--- src/rtl/ixs_pkg.sv ---
package ixs_pkg;
  typedef enum logic [1:0] {
    ST_IDLE = 2'd0,
    ST_DEAD = 2'd1,
    ST_RD   = 2'd2,
    ST_WR   = 2'd3
  } ixs_state_e;
endpackage

--- src/rtl/ixs_addr_calc.sv ---
module ixs_addr_calc #(
  parameter int ADDR_W = 16,
  parameter int LOW_W  = 8
) (
  input  logic [ADDR_W-1:0] base_i,
  input  logic [LOW_W-1:0]  index_i,
  output logic [ADDR_W-1:0] full_o,
  output logic [ADDR_W-1:0] partial_o,
  output logic              cross_o
);
  localparam int HI_W = ADDR_W - LOW_W;

  logic [LOW_W:0]  low_sum;
  logic [HI_W-1:0] hi_base;
  logic [HI_W-1:0] hi_inc;

  assign low_sum   = {1'b0, base_i[LOW_W-1:0]} + {1'b0, index_i};
  assign hi_base   = base_i[ADDR_W-1:LOW_W];
  assign hi_inc    = hi_base + HI_W'(1);  // wraps at top of space
  assign cross_o   = low_sum[LOW_W];
  assign partial_o = {hi_base, low_sum[LOW_W-1:0]};
  assign full_o    = {cross_o ? hi_inc : hi_base, low_sum[LOW_W-1:0]};
endmodule

--- src/rtl/ixs_seq_fsm.sv ---
module ixs_seq_fsm
  import ixs_pkg::*;
(
  input  logic       clk_i,
  input  logic       rst_ni,
  input  logic       start_i,
  input  logic       cross_i,
  input  logic       store_i,
  input  logic       store_q_i,
  input  logic       legacy_q_i,
  output ixs_state_e state_o,
  output logic       dead_o,
  output logic       done_o,
  output logic       rnw_o
);
  ixs_state_e state_q, state_d;

  always_comb begin
    state_d = state_q;
    unique case (state_q)
      ST_IDLE: if (start_i) state_d = cross_i ? ST_DEAD : (store_i ? ST_RD : ST_RD);
      ST_DEAD: state_d = (store_q_i && !legacy_q_i) ? ST_WR : ST_RD;
      ST_RD:   state_d = store_q_i ? ST_WR : ST_IDLE;
      ST_WR:   state_d = ST_IDLE;
      default: state_d = ST_IDLE;
    endcase
  end

  always_ff @(posedge clk_i or negedge rst_ni) begin
    if (!rst_ni) state_q <= ST_IDLE;
    else         state_q <= state_d;
  end

  assign state_o = state_q;
  assign dead_o  = (state_q == ST_DEAD);
  assign rnw_o   = (state_q != ST_WR);
  assign done_o  = (state_q == ST_WR) || (state_q == ST_RD && !store_q_i);


  done_pulse_chk: assert property (@(posedge clk_i) disable iff (!rst_ni)
    done_o |=> !done_o);


  dead_is_read_chk: assert property (@(posedge clk_i) disable iff (!rst_ni)
    dead_o |-> rnw_o);


  dead_not_final_chk: assert property (@(posedge clk_i) disable iff (!rst_ni)
    dead_o |=> !dead_o);
endmodule

--- src/rtl/idx_bus_sequencer.sv ---
module idx_bus_sequencer
  import ixs_pkg::*;
#(
  parameter int ADDR_W = 16,
  parameter int LOW_W  = 8
) (
  input  logic              clk_i,
  input  logic              rst_ni,
  input  logic              start_i,
  input  logic [ADDR_W-1:0] base_i,
  input  logic [LOW_W-1:0]  index_i,
  input  logic              store_i,
  input  logic              legacy_i,
  input  logic [ADDR_W-1:0] pc_i,
  output logic [ADDR_W-1:0] addr_o,
  output logic              rnw_o,
  output logic              dead_o,
  output logic              done_o
);
  localparam int HI_W = ADDR_W - LOW_W;

  ixs_state_e        state;
  logic              accept;
  logic [ADDR_W-1:0] base_q, pc_q;
  logic [LOW_W-1:0]  index_q;
  logic              store_q, legacy_q;

  logic [ADDR_W-1:0] full_now, partial_now, full_q, partial_q;
  logic              cross_now, cross_q;

  assign accept = start_i && (state == ST_IDLE);

  // live calc decides the first state, latched calc drives the bus
  ixs_addr_calc #(.ADDR_W(ADDR_W), .LOW_W(LOW_W)) u_calc_live (
    .base_i   (base_i),
    .index_i  (index_i),
    .full_o   (full_now),
    .partial_o(partial_now),
    .cross_o  (cross_now)
  );

  ixs_addr_calc #(.ADDR_W(ADDR_W), .LOW_W(LOW_W)) u_calc_held (
    .base_i   (base_q),
    .index_i  (index_q),
    .full_o   (full_q),
    .partial_o(partial_q),
    .cross_o  (cross_q)
  );

  always_ff @(posedge clk_i or negedge rst_ni) begin
    if (!rst_ni) begin
      base_q   <= '0;
      index_q  <= '0;
      pc_q     <= '0;
      store_q  <= 1'b0;
      legacy_q <= 1'b0;
    end else if (accept) begin
      base_q   <= base_i;
      index_q  <= index_i;
      pc_q     <= pc_i;
      store_q  <= store_i;
      legacy_q <= legacy_i;
    end
  end

  ixs_seq_fsm u_fsm (
    .clk_i     (clk_i),
    .rst_ni    (rst_ni),
    .start_i   (accept),
    .cross_i   (cross_now),
    .store_i   (store_i),
    .store_q_i (store_q),
    .legacy_q_i(legacy_q),
    .state_o   (state),
    .dead_o    (dead_o),
    .done_o    (done_o),
    .rnw_o     (rnw_o)
  );

  always_comb begin
    unique case (state)
      ST_DEAD: addr_o = legacy_q ? partial_q : pc_q;
      ST_RD,
      ST_WR:   addr_o = full_q;
      default: addr_o = '0;
    endcase
  end

  logic unused_ok;
  assign unused_ok = ^{full_now, partial_now, cross_q};


  write_after_read_chk: assert property (@(posedge clk_i) disable iff (!rst_ni)
    !rnw_o |-> $past(rnw_o) && ($past(dead_o) || addr_o == $past(addr_o)));


  legacy_partial_chk: assert property (@(posedge clk_i) disable iff (!rst_ni)
    (dead_o && legacy_q) |=>
      addr_o[LOW_W-1:0] == $past(addr_o[LOW_W-1:0]) &&
      addr_o[ADDR_W-1:LOW_W] == $past(addr_o[ADDR_W-1:LOW_W]) + HI_W'(1));


  idle_quiet_chk: assert property (@(posedge clk_i) disable iff (!rst_ni)
    (state == ST_IDLE) |-> (addr_o == '0 && rnw_o && !dead_o && !done_o));
endmodule

--- config.mk ---
export PLATFORM = sky130hd
export DESIGN_NAME = idx_bus_sequencer
export DESIGN_NICKNAME = d
export VERILOG_FILES = /design/src/rtl/ixs_pkg.sv /design/src/rtl/ixs_addr_calc.sv /design/src/rtl/ixs_seq_fsm.sv /design/src/rtl/idx_bus_sequencer.sv
export SDC_FILE = /design/constraint.sdc
export NUM_CORES = 1
export LEC_CHECK = 0
export CELL_PAD_IN_SITES_DETAIL_PLACEMENT = 0
export CELL_PAD_IN_SITES_GLOBAL_PLACEMENT = 1
export CORE_MARGIN = 5
export CORE_UTILIZATION = 38
export DETAILED_ROUTE_END_ITERATION = 6
export PLACE_DENSITY = 0.9
export SLEW_MARGIN = 20
export SYNTH_ARGS = -nofsm -noshare
export SYNTH_HDL_FRONTEND = slang
export SYNTH_SLANG_ARGS = --single-unit
--- constraint.sdc ---
create_clock -name clk_i -period 3.15 [get_ports clk_i]
set_clock_uncertainty 0.05 [all_clocks]
set_input_delay 0.945 -clock clk_i [delete_from_list [all_inputs] [get_ports clk_i]]
set_output_delay 0.945 -clock clk_i [all_outputs]
set_load 0.005 [all_outputs]
==> run summary <==
The post-route worst setup slack came out at -0.362 ns. The max-slew violation total from the final report is 0. The worst hold slack across all endpoints came out at 0.465 ns. The die height came out at 91.8 um. The transition at the pin with the smallest max-transition slack came out at 0.554 ns.

The cell that appears most often on the critical path is buf_6. Clock-pin slew was measured on the worst setup and hold paths at 0.09 ns. For this block, the initial DRC count from the detailed router was 82. The worst register-to-register path begins at u_fsm.state_o[1]$_DFFE_PN0P_. The share of synthesized registers carrying an async set or reset came out at 100%. The sequential element share of the synthesized area is 43.3%. The final non-filler cell area came out at 3730 sq um. The starting density of the core is 39.6%. For this run, the slowest stage of the critical path takes 0.36 ns.

The total design power is 4.22 mW. The cell area that synthesis handed to floorplanning was 2540 sq um. For this design, the sink count on the clock tree is 44.

Buffers placed on the I/O ports in this run total 63. The maximum clock path buffer count is 2. The H-tree generated during clock tree synthesis spans 2 levels. Data on the critical path arrives at its endpoint at 2.52 ns. In the post-synthesis netlist, the biggest area contributors are dfrtp_1 (43%), mux2_2 (17%), ha_1 (7.9%), nand2_1 (3.0%), o21ai_0 (2.6%). The maximum ir drop on the vdd rail is 0.000432 V. The global-route wire length before repair is 10700 um.

The die covers 8420 sq um. Setup slack on the worst reg-to-reg path comes out at 1.42 ns. Setup repair after global routing could not meet its margin everywhere. For hold timing, the worst endpoint is pc_q[13]$_DFFE_PN0P_.

The worst setup path is launched from a flip-flop. After technology mapping, the gate count stands at 229. The areal power density over the cells came out at 1130 nW/um^2. In this run the clock root is driven by a clkbuf_8.

The number of antenna violations at the first check in global routing is 0. The remaining routing DRC violations is 0. The number of filler cells placed in the layout is 540. The post-DP HPWL came out at 4860 um. The worst-path cell with the longest stage delay is dfrtp_1. Summed over all cells, the static leakage comes to 1.63 nW. The run finished, with violations left. The total clock buffers created by CTS came out at 5.

In this run the remaining antenna-violating nets after routing total 0. dfrtp_1 takes more of the synthesized area than any other cell. The final layout contains routed wiring with a total length of 6520 um. The congestion estimate from routability-driven global placement came to 0.875. Hold repair after CTS inserted 0 buffers. The Yosys step of the flow raised 0 warnings.

The final-report setup violation count came out at 10. The overall fraction of global-route tracks in use came out at 15.8%. The number of global-route vias before repair is 2215. The horizontal die dimension is 91.8 um. The number of vias after detailed routing is 2147. Clock latency on the worst-skew pair, taken at its later pin, is 0.30 ns. Timing would allow up to 0.285 GHz. The top cell type's share of synthesized area came out at 43.3%.

The synthesized area per cell came out at 11.1 sq um. The most common cell in the synthesized netlist is dfrtp_1. The placeable core region came out at 6420 sq um. In this run the critical register-to-register path is captured at pc_q[1]$_DFFE_PN0P_. For this run, the post-layout net count is 395. The signal on the critical path passes through ha_2, inv_2, fa_2, nand2b_4, a211oi_4, buf_6, buf_6, o21ai_4, a21o_1, a221o_1, buf_2. After synthesis, the most frequently instantiated cells are dfrtp_1 (44), mux2_2 (39), nand2_1 (20), ha_1 (16), o21ai_0 (13).

The final antenna diode count came out at 0. The number of register bits inferred by synthesis came out at 44. The count of distinct cell types in the synthesized netlist is 41.

Headroom to the max-slew limit came out at 63.1%. The critical path in this run is classified as reg -> out. The startpoint of the tightest hold check path is pc_q[13]$_DFFE_PN0P_.

The largest net degree at the start of global routing is 45. Dividing the final minimum period by the clock period gives 111%. After detailed routing, the average wire length per cell comes to 15.9 um. The number of max-cap violations came out at 0. Among cell families on the critical path, the largest total delay comes from compound AO/OA/AOI/OAI gates.

Along the worst hold path, the cell count comes to 1. The final hold violation count was 0. The final critical delay including setup and external delays is 3.51 ns. For the worst setup path, the data required time is 2.15 ns.

The worst setup path is captured at a primary output. The type of the worst min-delay path is reg -> reg. The pre-CTS setup slack came out at -0.566 ns. The count of cells along the worst register-to-register path came out at 4. Counting both buffers and inverters, the worst setup path holds a total of 4. The share of post-route cells with drive strength above 1 came out at 37.7%. In this run the core area contains 29 standard-cell rows. After detailed placement, the total cell area comes to 3440 sq um. The synthesis-to-finish area growth is 46.7%.

The number of synthesized flops with an enable pin came out at 0. In this run the count of I/O pins placed on the die edge is 64. The maximum net fanout on the critical path is 3. The checks that failed: negative setup slack. Before antenna repair, the detailed router went through 4 iterations. The average via count per standard cell came out at 5.22. TritonCTS built the clock tree.

The global route total overflow is 0. The final standard cell utilization of the core is 58.1%. The most used flip-flop cell after synthesis is dfrtp_1. The post-synth net total is 291.
==> worst reg2reg max path: cells and delay by family, from the launching register on <==
| family | cells | cell delay (ns) |
|---|---|---|
| buffers and inverters | 2 | 0.51 |
| flip-flops | 1 | 0.45 |
| multiplexers | 1 | 0.38 |
| AND/OR/NAND/NOR | 1 | 0.23 |
==> layout make-up <==
| cell class | instances | area (sq um) | area share (%) |
|---|---|---|---|
| multi-input cells | 169 | 1500 | 40.2 |
| repair buffers | 106 | 913 | 24.5 |
| well taps | 77 | 96.3 | 2.58 |
| clock inverters | 1 | 7.51 | 0.201 |
| flip-flops and latches | 44 | 1100 | 29.5 |
| inverters | 7 | 26.3 | 0.705 |
| clock buffers | 7 | 86.3 | 2.32 |
==> power by group <==
part           switching, mW  leakage, nW  internal, mW
logic                   1.17         1.07          1.57
clock network          0.194       0.0445         0.178
registers              0.261        0.521         0.854
total                   1.62         1.63          2.60
==> through the flow <==
| stage | instances | TNS [ns] |
|---|---|---|
| after global routing | 411 | -4.05 |
| after floorplan | 229 | 0 |
| after detailed placement | 389 | -4.58 |
| final | 411 | -2.86 |
| after CTS | 410 | -3.73 |
| after global placement | 389 | -3.79 |
==> metal layers <==
layer	GRT usage (%)	share of wire (%)
met1	20.2	44
met2	26.3	48
met5	0	0
met3	4.83	6.4
met4	3.84	1.3
==> worst max-delay path by stage <==
| stage | start | cells after the start | endpoint | slack (ns) |
|---|---|---|---|---|
| detailed placement | index_q[0]$_DFFE_PN0P_ | 9 | addr_o[13] | -0.57 |
| global placement | base_q[0]$_DFFE_PN0P_ | 9 | addr_o[13] | -0.47 |
| finish | index_q[0]$_DFFE_PN0P_ | 11 | addr_o[11] | -0.36 |
| CTS | index_q[0]$_DFFE_PN0P_ | 11 | addr_o[13] | -0.50 |
| floorplan | base_q[0]$_DFFE_PN0P_ | 8 | addr_o[13] | 0.13 |
| global route | index_q[0]$_DFFE_PN0P_ | 11 | addr_o[11] | -0.45 |
==> what timing repair did <==
action,4_1_cts,5_1_grt
endpoints found under the hold margin,0,0
setup endpoints to repair,15,14
gates resized for setup,73,15
pin swaps,21,13
setup buffers,13,4
==> cell usage in the layout (no fill, tap or decap), types with 6 or more instances in the layout <==
cell type        count
nand2_1             20
inv_1                6
ha_1                12
buf_6                8
clkdlybuf4s50_1     47
a21oi_1              8
buf_2               12
mux2_2              39
buf_4               36
nor2_1               6
o21ai_0              7
dfrtp_1             44
clkbuf_8             6
==> sequential cells by signal, indices dropped and copies added, names as in the netlist <==
register,count
legacy_q,1
store_q,1
u_fsm.state_o,2
index_q,8
pc_q,16
base_q,16
==> cell families after synthesis <==
kind of cell               after synthesis  synth area share [%]
and+or+nand+nor                         44                  8.42
xor gates and xnor gates                 7                  2.41
AOI/OAI and AO/OA                       57                  15.3
muxes                                   44                  19.3
adders and majority gates               17                  8.67
buffers and inverters                   16                  2.61
DFF                                     44                  43.3
Power figures use the tool's default switching activity.
